<file path="src/rtl/fos_pkg.sv">
package fos_pkg;

  typedef enum logic [2:0] {
    ST_IDLE   = 3'd0,
    ST_PROG   = 3'd1,
    ST_PDUMMY = 3'd2,
    ST_WIN    = 3'd3,
    ST_ERASE  = 3'd4,
    ST_EDUMMY = 3'd5,
    ST_FAIL   = 3'd6
  } fos_state_e;

  function automatic logic [7:0] fos_pack(input logic b7, input logic b6,
                                          input logic b5, input logic b3);
    return {b7, b6, b5, 1'b0, b3, 3'b000};
  endfunction

endpackage

</file>
<file path="src/rtl/fos_timer.sv">
module fos_timer #(
  parameter int CW = 8
) (
  input  logic          clk,
  input  logic          rst_n,
  input  logic          tick,
  input  logic          load,
  input  logic [CW-1:0] load_val,
  output logic          expire
);

  logic [CW-1:0] cnt_q;
  logic [CW-1:0] cnt_d;
  logic          cnt_en;

  assign cnt_en = load || (tick && (cnt_q != '0));

  always_comb begin
    cnt_d = cnt_q;
    if (load) begin
      cnt_d = load_val;
    end else if (tick && (cnt_q != '0)) begin
      cnt_d = cnt_q - 1'b1;
    end
  end

  always_ff @(posedge clk or negedge rst_n) begin
    if (!rst_n) begin
      cnt_q <= '0;
    end else if (cnt_en) begin
      cnt_q <= cnt_d;
    end
  end

  assign expire = tick && (cnt_q == '0);

endmodule

</file>
<file path="src/rtl/fos_mask.sv">
module fos_mask #(
  parameter int NS = 8,
  parameter int SW = 3
) (
  input  logic          clk,
  input  logic          rst_n,
  input  logic          clr,
  input  logic          set_all,
  input  logic          prune,
  input  logic          add,
  input  logic [SW-1:0] add_idx,
  input  logic [NS-1:0] prot,
  output logic [NS-1:0] mask
);

  logic [NS-1:0] mask_q;
  logic [NS-1:0] mask_d;
  logic          mask_en;

  assign mask_en = clr || set_all || prune || add;

  for (genvar i = 0; i < NS; i++) begin : g_bit
    assign mask_d[i] = clr     ? 1'b0 :
                       set_all ? ~prot[i] :
                       prune   ? (mask_q[i] & ~prot[i]) :
                       (add && (add_idx == SW'(i))) ? 1'b1 :
                       mask_q[i];
  end

  always_ff @(posedge clk or negedge rst_n) begin
    if (!rst_n) begin
      mask_q <= '0;
    end else if (mask_en) begin
      mask_q <= mask_d;
    end
  end

  assign mask = mask_q;

endmodule

</file>
<file path="src/rtl/fos_status.sv">
module fos_status
  import fos_pkg::*;
(
  input  logic       clk,
  input  logic       rst_n,
  input  fos_state_e state,
  input  logic       kind_prog,
  input  logic       data7,
  input  logic       done7,
  input  logic       rd_strobe,
  output logic [7:0] status,
  output logic       busy
);

  logic tog_q;
  logic tog_en;
  logic b7;
  logic b5;
  logic b3;

  assign busy   = (state != ST_IDLE);
  assign tog_en = rd_strobe && busy;

  always_ff @(posedge clk or negedge rst_n) begin
    if (!rst_n) begin
      tog_q <= 1'b0;
    end else if (tog_en) begin
      tog_q <= ~tog_q;
    end
  end

  always_comb begin
    b7 = done7;
    b5 = 1'b0;
    b3 = 1'b0;
    unique case (state)
      ST_PROG, ST_PDUMMY: b7 = ~data7;
      ST_WIN:             b7 = 1'b0;
      ST_ERASE, ST_EDUMMY: begin
        b7 = 1'b0;
        b3 = 1'b1;
      end
      ST_FAIL: begin
        b7 = kind_prog ? ~data7 : 1'b0;
        b5 = 1'b1;
        b3 = ~kind_prog;
      end
      default: b7 = done7;
    endcase
  end

  assign status = fos_pack(b7, tog_q, b5, b3);

endmodule

</file>
<file path="src/rtl/flash_op_status.sv">
module flash_op_status
  import fos_pkg::*;
#(
  parameter int NS       = 8,
  parameter int SW       = 3,
  parameter int PROG_US  = 16,
  parameter int ERASE_US = 1000000,
  parameter int WIN_US   = 50,
  parameter int PPROT_US = 2,
  parameter int EPROT_US = 100
) (
  input  logic          clk,
  input  logic          rst_n,
  input  logic          us_tick,
  input  logic          start_prog,
  input  logic [SW-1:0] prog_sect,
  input  logic          prog_msb,
  input  logic          start_serase,
  input  logic [SW-1:0] serase_sect,
  input  logic          start_cerase,
  input  logic          cmd_reset,
  input  logic          cmd_other,
  input  logic [NS-1:0] prot_mask,
  input  logic          rd_strobe,
  input  logic          limit_hit,
  output logic [7:0]    status,
  output logic          busy,
  output logic [NS-1:0] erase_mask
);

  localparam int MAX_A = (PROG_US  > ERASE_US) ? PROG_US  : ERASE_US;
  localparam int MAX_B = (WIN_US   > PPROT_US) ? WIN_US   : PPROT_US;
  localparam int MAX_C = (MAX_A    > MAX_B)    ? MAX_A    : MAX_B;
  localparam int MAXD  = (MAX_C    > EPROT_US) ? MAX_C    : EPROT_US;
  localparam int CW    = $clog2(MAXD) + 1;

  localparam logic [CW-1:0] LD_PROG  = CW'(PROG_US - 1);
  localparam logic [CW-1:0] LD_ERASE = CW'(ERASE_US - 1);
  localparam logic [CW-1:0] LD_WIN   = CW'(WIN_US - 1);
  localparam logic [CW-1:0] LD_PPROT = CW'(PPROT_US - 1);
  localparam logic [CW-1:0] LD_EPROT = CW'(EPROT_US - 1);

  fos_state_e    state_q, state_d;
  logic          kind_q, kind_d;
  logic          data7_q, data7_d;
  logic          done7_q, done7_d;

  logic          t_load;
  logic [CW-1:0] t_val;
  logic          t_exp;

  logic          m_clr, m_set, m_prune, m_add;
  logic          win_abort;
  logic [NS-1:0] win_keep;

  assign win_abort = cmd_reset || cmd_other || start_prog || start_cerase;
  assign win_keep  = erase_mask & ~prot_mask;

  always_comb begin
    state_d = state_q;
    kind_d  = kind_q;
    data7_d = data7_q;
    done7_d = done7_q;
    t_load  = 1'b0;
    t_val   = '0;
    m_clr   = 1'b0;
    m_set   = 1'b0;
    m_prune = 1'b0;
    m_add   = 1'b0;
    unique case (state_q)
      ST_IDLE: begin
        if (start_prog) begin
          kind_d  = 1'b1;
          data7_d = prog_msb;
          t_load  = 1'b1;
          if (prot_mask[prog_sect]) begin
            state_d = ST_PDUMMY;
            t_val   = LD_PPROT;
          end else begin
            state_d = ST_PROG;
            t_val   = LD_PROG;
          end
        end else if (start_cerase) begin
          kind_d = 1'b0;
          m_set  = 1'b1;
          t_load = 1'b1;
          if (&prot_mask) begin
            state_d = ST_EDUMMY;
            t_val   = LD_EPROT;
          end else begin
            state_d = ST_ERASE;
            t_val   = LD_ERASE;
          end
        end else if (start_serase) begin
          kind_d  = 1'b0;
          m_add   = 1'b1;
          t_load  = 1'b1;
          t_val   = LD_WIN;
          state_d = ST_WIN;
        end
      end
      ST_PROG: begin
        if (limit_hit) begin
          state_d = ST_FAIL;
        end else if (t_exp) begin
          state_d = ST_IDLE;
          done7_d = data7_q;
        end
      end
      ST_PDUMMY: begin
        if (t_exp) begin
          state_d = ST_IDLE;
          done7_d = data7_q;
        end
      end
      ST_WIN: begin
        if (win_abort) begin
          state_d = ST_IDLE;
          m_clr   = 1'b1;
        end else if (start_serase) begin
          m_add  = 1'b1;
          t_load = 1'b1;
          t_val  = LD_WIN;
        end else if (t_exp) begin
          m_prune = 1'b1;
          t_load  = 1'b1;
          if (win_keep == '0) begin
            state_d = ST_EDUMMY;
            t_val   = LD_EPROT;
          end else begin
            state_d = ST_ERASE;
            t_val   = LD_ERASE;
          end
        end
      end
      ST_ERASE: begin
        if (limit_hit) begin
          state_d = ST_FAIL;
        end else if (t_exp) begin
          state_d = ST_IDLE;
          m_clr   = 1'b1;
          done7_d = 1'b1;
        end
      end
      ST_EDUMMY: begin
        if (t_exp) begin
          state_d = ST_IDLE;
          m_clr   = 1'b1;
          done7_d = 1'b1;
        end
      end
      ST_FAIL: begin
        if (cmd_reset) begin
          state_d = ST_IDLE;
          m_clr   = 1'b1;
        end
      end
      default: begin
        state_d = ST_IDLE;
        m_clr   = 1'b1;
      end
    endcase
  end

  always_ff @(posedge clk or negedge rst_n) begin
    if (!rst_n) begin
      state_q <= ST_IDLE;
      kind_q  <= 1'b0;
      data7_q <= 1'b0;
      done7_q <= 1'b1;
    end else begin
      state_q <= state_d;
      kind_q  <= kind_d;
      data7_q <= data7_d;
      done7_q <= done7_d;
    end
  end

  fos_timer #(.CW(CW)) u_timer (
    .clk      (clk),
    .rst_n    (rst_n),
    .tick     (us_tick),
    .load     (t_load),
    .load_val (t_val),
    .expire   (t_exp)
  );

  fos_mask #(.NS(NS), .SW(SW)) u_mask (
    .clk     (clk),
    .rst_n   (rst_n),
    .clr     (m_clr),
    .set_all (m_set),
    .prune   (m_prune),
    .add     (m_add),
    .add_idx (serase_sect),
    .prot    (prot_mask),
    .mask    (erase_mask)
  );

  fos_status u_status (
    .clk       (clk),
    .rst_n     (rst_n),
    .state     (state_q),
    .kind_prog (kind_q),
    .data7     (data7_q),
    .done7     (done7_q),
    .rd_strobe (rd_strobe),
    .status    (status),
    .busy      (busy)
  );

endmodule

</file>
<file path="config.mk">
export PLATFORM = sky130hd
export DESIGN_NAME = flash_op_status
export DESIGN_NICKNAME = d
export VERILOG_FILES = /design/src/rtl/fos_pkg.sv /design/src/rtl/fos_timer.sv /design/src/rtl/fos_mask.sv /design/src/rtl/fos_status.sv /design/src/rtl/flash_op_status.sv
export SDC_FILE = /design/constraint.sdc
export NUM_CORES = 1
export LEC_CHECK = 0
export BUFFER_PORTS_ARGS = -buffer_cell sky130_fd_sc_hd__buf_2
export CORE_UTILIZATION = 45
export DETAILED_ROUTE_END_ITERATION = 12
export MAX_ROUTING_LAYER = met4
export PLACE_DENSITY = 0.73
export SLEW_MARGIN = 40
export SYNTH_ARGS = -nofsm -noshare
export SYNTH_HDL_FRONTEND = slang
export SYNTH_HIERARCHICAL = 1
export SYNTH_SLANG_ARGS = --single-unit
</file>
<file path="constraint.sdc">
create_clock -name clk -period 3.7 [get_ports clk]
set_input_delay 0.37 -clock clk [delete_from_list [all_inputs] [get_ports clk]]
set_output_delay 0.37 -clock clk [all_outputs]
set_load 0.05 [all_outputs]
</file>
; Yosys cells after proc, flatten, opt, wreduce, memory -nomap -nowiden
; Index checks and enable logic that the tools add are counted.
[totals]
word_cells = 203
output_inout_bits = 17
in_bits = 25
reg_bits = 36
[classes]
n_lt_le_gt_ge = 1
muxes = 92
add_sub_neg = 1
reduce_logical = 55
n_bitwise = 21
n_eq_ne = 19
[ops]
columns = op, count
row1 = 20-bit two-way mux, 5
row2 = 21-bit two-way mux, 4
row3 = 1-bit two-way mux, 62
row4 = 21-bit one-hot mux with 2 select lines, 1
row5 = 4-bit nonzero test, 9
row6 = 3-bit two-way mux, 9
row7 = 2-bit AND reduction, 11
row8 = "3-bit equality test, second input constant", 7
row9 = 21-bit zero test, 1
row10 = 21-bit nonzero test, 1
row11 = "21-bit by 1-bit subtractor with 21-bit output, second input constant", 1
row12 = 3-bit one-hot mux with 5 select lines, 1
row13 = "3-bit by 2-bit equality test with 1-bit output, second input constant", 4
row14 = 1-bit logical AND, 11
row15 = 1-bit NOT, 11
row16 = 1-bit bitwise AND, 8
row17 = 8-bit bitwise AND, 1
row18 = 8-bit zero test, 1
row19 = 8-bit NOT, 1
row20 = 8-bit AND reduction, 1
row21 = 2-bit OR reduction, 4
row22 = 1-bit logical OR, 7
row23 = "3-bit by 1-bit equality test with 1-bit output, second input constant", 2
row24 = 3-bit zero test, 2
row25 = 17 further kinds, 24

; Longest topological paths before layout
[depth]
ltp_word = 10
ltp_mapped = 13

; Hierarchy
; The synthesis kept the hierarchy.
[modules_own_cells]
columns = module, seq_area_each_um2, instances, cells_per_inst, area_per_inst_um2
row1 = fos_timer, 525.5, 1, 144, 1287.5
row2 = flash_op_status, 151.4, 1, 112, 808.3
row3 = fos_mask, 200.2, 1, 35, 415.4
row4 = fos_status, 25.0, 1, 24, 175.2

; Worst setup path before layout
; Ideal clock, no wire load.
[synth_path]
path_kind = flip-flop to flip-flop
from = register u_timer.cnt_q[10]
to = register state_q[0]
required_time_ns = 3.605
setup_ns = 0.095
n_path_buf = 2
arrival_ns = 2.903
slack_ns = 0.702
path_stages_with_launch = 11
cell_sequence = dfrtp_1 -> or4_1 -> nor4_4 -> buf_2 -> and3_1 -> buf_4 -> and2b_2 -> nor3_1 -> or3b_2 -> o22a_1 -> o31ai_1
[synth_via]
elab_chain_len = 5
[synth_rtl]
columns = element, line
row1 = "start, declared", fos_timer.sv:12  ; logic [CW-1:0] cnt_q;
row2 = "start signal, assigned", fos_timer.sv:31  ; cnt_q <= cnt_d;
row3 = 21-bit zero test *, fos_timer.sv:35  ; assign expire = tick && (cnt_q == '0);
row4 = 1-bit logical AND *, fos_timer.sv:35
row5 = net t_exp, flash_op_status.sv:50  ; logic t_exp;
row6 = 3-bit two-way mux (2 in series), -
row7 = 3-bit one-hot mux with 5 select lines, -
row8 = "end signal, assigned", flash_op_status.sv:172  ; state_q <= state_d;
row9 = "end, declared", flash_op_status.sv:43  ; fos_state_e state_q, state_d;
; Mark *: on every way through the listed nets, which the timed path passes. The rest lies on a longest branch.
; A chain may end at the register's enable or synchronous reset.

; Worst setup path in the final report
[layout_path]
from = register u_timer.cnt_q[9]
to = register u_mask.mask_q[2], in the netlist u_mask/mask[2]
[layout_via]
elab_chain_len = 9
[layout_rtl]
columns = element, line
row1 = 21-bit zero test *, fos_timer.sv:35
row2 = 1-bit logical AND *, fos_timer.sv:35
row3 = net t_exp, flash_op_status.sv:50
row4 = 1-bit two-way mux *, "flash_op_status.sv:139, flash_op_status.sv:146"
row5 = 1-bit two-way mux, flash_op_status.sv:137  ; if (limit_hit) begin
row6 = 1-bit one-hot mux with 5 select lines *, flash_op_status.sv:70  ; unique case (state_q)
row7 = net m_clr, flash_op_status.sv:52  ; logic m_clr, m_set, m_prune, m_add;
row8 = 1-bit logical OR (3 in series), fos_mask.sv:20  ; assign mask_en = clr || set_all || prune || add;
row9 = 2-bit AND reduction (no line), -
row10 = "end signal, assigned", fos_mask.sv:34  ; mask_q <= mask_d;
row11 = "end, declared", fos_mask.sv:16  ; logic [NS-1:0] mask_q;
; Marks and branches as above.

==> impl_metrics.csv <==
group,metric,value,unit
status,status,"finished, final reports clean",
sta,rsz0062_at_grt,"no",
clock_tree,hold_buffers,0,
power,peakVddDrop,0.000361,V
layout,final_layout_size_suffix_gt1_share,21.4,%
place,gp_congestion,0.891,
grt,grt_pass1_vias,2284,
place,place_area,0.00290,sq mm
synth,synth-edff-count,0,
sta,setup_viol,0,
synth,seq_area_frac_synth,33.6,%
synth,yosysWarnings,6,
clock_tree,cts_setup_buffers,0,
flow_run,maxCapViolCount,0,
floorplan,die_area,0.00628,sq mm
grt,grt_antenna_before_repair,0,
power,p_per_area,793,mW/mm^2
floorplan,core_area,0.00564,sq mm
layout,instances_no_fill,423,
layout,layout.nets,377,
synth,ys_ff_latch,36,
place,dp_cells,415,
worst_setup_path,reg2reg_from,"u_timer/cnt_q[9]$_DFFE_PN0P_",
synth,syn_area,0.00269,sq mm
sta,slew_headroom,46.2,%
worst_setup_path,endpoint_kind,"flip-flop",
place,portBuffers,37,
clock_tree,cts_tree,"built",
routing,postRouteAntennaNets,0,
layout,num_antenna_cells,0,
worst_setup_path,arrival,3.17,ns
routing,drtIter0Drc,139,
sta,fin_tns_setup,0,ns
floorplan,die_x,79.3,microns
routing,vias,2423,
routing,drc,0,
sta,max_freq,0.333,GHz
clock_tree,cts_max_level,2,
synth,syn_inst,315,
hold_path,hp-class,"input pin to asynchronous set/reset pin",
routing,finalWirelength,6410,microns
synth,ys.flop_type,"dfrtp_1",
floorplan,die_y,79.3,microns
floorplan,design.portCount,42,
sta,period_share,81.3,%
place,pre_cts_ws,0.759,ns
routing,wl_per_cell,15.2,microns
worst_setup_path,worst_path_max_delay_cell,"or4_1",
worst_setup_path,r2r-end,"u_mask/mask[2]$_DFFE_PN0P_",
power,power,2.38,mW
worst_setup_path,reg2reg_depth,8,
power,leakagePower,1.27,nW
sta,skew,0.00659,ns
sta,worst_slack,0.693,ns
sta,hold_slack,0.0231,ns
routing,first_pass_iters,4,
grt,grt_max_degree,37,
worst_setup_path,required,3.86,ns
worst_setup_path,crit_path_cell_trace,"or4_1, nor4_4, and3_1, nand3_1, o21ai_0, nor3_2, a211oi_1, a211oi_1",
floorplan,initial_core_util,47.6,%
synth,ys_types,59,
worst_setup_path,path_common_cell,"a211oi_1",
sta,finalHoldViolations,0,
sta,layout_min_cycle_time,3.01,ns
worst_setup_path,critPathMaxFanout,9,
sta,maxSlewViolCount,0,
worst_setup_path,cpPeakStageDelay,0.61,ns
routing,routed_via_density,5.73,
synth,syn_area_per_cell,8.53,sq um
grt,grt_overflow_total,0,
clock_tree,cts.repair.resized,0,
place,post-dp-hpwl,4690,microns
layout,num-fill-cells,560,
grt,grt_pass1_wl,10800,microns
worst_setup_path,start_kind,"flip-flop",
layout,synthToLayoutAreaGrowth,11.6,%
synth,ys_async_sr_fraction,100,%
clock_tree,cts_made_buffers,5,
clock_tree,clk_pin_slew,0.07,ns
worst_setup_path,r2r_slack,0.69,ns
worst_setup_path,crit_type,"flip-flop to flip-flop",
clock_tree,clockBufferDepth,2,
clock_tree,clkSinkCount,36,
layout,design_area,0.00300,sq mm
floorplan,num_rows,27,
clock_tree,insertion_delay,0.29,ns
grt,grt_usage,22.6,%
sta,tightest_slew,0.787,ns
clock_tree,cts_root_buf,"clkbuf_8",
layout,utilization,53.1,%
-- worst max-delay path by stage --
stage	slack (ns)	endpoint	startpoint
after floorplan	0.70	state_q[0]$_DFFE_PN0P_	u_timer/cnt_q[10]$_DFFE_PN0P_
after global placement	0.84	u_mask/mask[1]$_DFFE_PN0P_	u_timer/cnt_q[10]$_DFFE_PN0P_
after detailed placement	0.76	u_mask/mask[2]$_DFFE_PN0P_	u_timer/cnt_q[9]$_DFFE_PN0P_
after CTS	0.73	u_mask/mask[2]$_DFFE_PN0P_	u_timer/cnt_q[9]$_DFFE_PN0P_
after global routing	0.46	u_mask/mask[2]$_DFFE_PN0P_	u_timer/cnt_q[9]$_DFFE_PN0P_
final	0.69	u_mask/mask[2]$_DFFE_PN0P_	u_timer/cnt_q[9]$_DFFE_PN0P_
-- per-layer routing --
layer | vias up | track usage (%) | part of all wire (%)
met3 | 7 | 3.91 | 5.0
met4 | 0 | 8.18 | 1.0
met1 | 1144 | 29.7 | 47
met5 | - | - | 0
met2 | 63 | 35.0 | 47
li1 | 1209 | - | -
-- cell usage after synthesis, drive strengths merged, types with 2 or more instances --
| library cell | number | share of area [%] |
|---|---|---|
| dfrtp | 35 | 33 |
| o21ai | 31 | 5.8 |
| nand2 | 30 | 4.3 |
| a211oi | 16 | 4.5 |
| nor3 | 16 | 3.4 |
| buf | 15 | 3.8 |
| nor2 | 14 | 2.0 |
| a21oi | 12 | 2.2 |
| nor2b | 12 | 2.8 |
| inv | 10 | 1.4 |
| xnor2 | 10 | 3.3 |
| clkbuf | 9 | 1.3 |
| mux2 | 9 | 3.8 |
| nand3 | 8 | 1.5 |
| nand4 | 7 | 1.6 |
| nor3b | 7 | 2.1 |
| or4 | 7 | 2.1 |
| a2111oi | 6 | 2.0 |
| xor2 | 6 | 2.0 |
| nor4 | 5 | 1.7 |
| a221oi | 4 | 1.8 |
| nor4b | 4 | 1.3 |
| and3b | 3 | 0.98 |
| nand2b | 3 | 0.70 |
| nand3b | 3 | 0.84 |
| or2 | 3 | 0.70 |
| or3 | 3 | 1.1 |
| a22oi | 2 | 0.56 |
| a31oi | 2 | 0.47 |
| and2 | 2 | 0.47 |
| conb | 2 | 0.28 |
| ha | 2 | 0.93 |
| o22ai | 2 | 0.47 |
| o31ai | 2 | 0.56 |
| or3b | 2 | 0.65 |
-- cell families after synthesis --
group / Yosys count / share of synthesized area [%]
AND/OR/NAND/NOR: 133 / 29.4
AO/OA/AOI/OAI: 82 / 19.9
flip-flops: 36 / 33.6
buffers and inverters: 34 / 6.52
XOR/XNOR: 16 / 5.22
multiplexers: 10 / 4.15
adder cells (fa/ha/maj): 2 / 0.931
other: 2 / 0.280
-- sequential cells by signal, summed over array words and instances (netlist names) --
| signal | cells |
|---|---|
| done7_q | 1 |
| kind_q | 1 |
| state_q | 3 |
| u_mask/mask | 8 |
| u_timer/cnt_q | 21 |
| data7_q | 1 |
| u_status/tog_q | 1 |
-- power breakdown --
part,internal [mW],switching [mW]
Clock,0.152,0.144
Combinational,0.486,0.792
Sequential,0.571,0.233
-- placed cells by master, fill, tap and decap left out, drive strengths merged, types with 8 or more instances in the layout --
master	netlist	routed
a211oi	16	16
a21oi	12	12
buf	15	42
clkbuf	9	8
conb	2	12
dfrtp	35	35
inv	10	10
mux2	9	9
nand2	30	30
nand3	8	8
nor2	14	14
nor2b	12	12
nor3	16	16
o21ai	31	31
xnor2	10	10
-- cell type report --
cell class | count | area [sq um] | share of cell area, %
timing repair buffer | 42 | 225 | 7.52
multi-input combinational | 255 | 1650 | 55.1
inverter | 10 | 37.5 | 1.25
sequential | 36 | 902 | 30.1
tap | 72 | 90.1 | 3.01
clock buffer | 8 | 90.1 | 3.01
-- worst max-delay path, delay by kind of cell, from the launching register on --
family	cells	cell delay [ns]
compound gates	3	0.86
simple gates	5	1.59
flops	1	0.43
(Power assumes the default switching activity.)
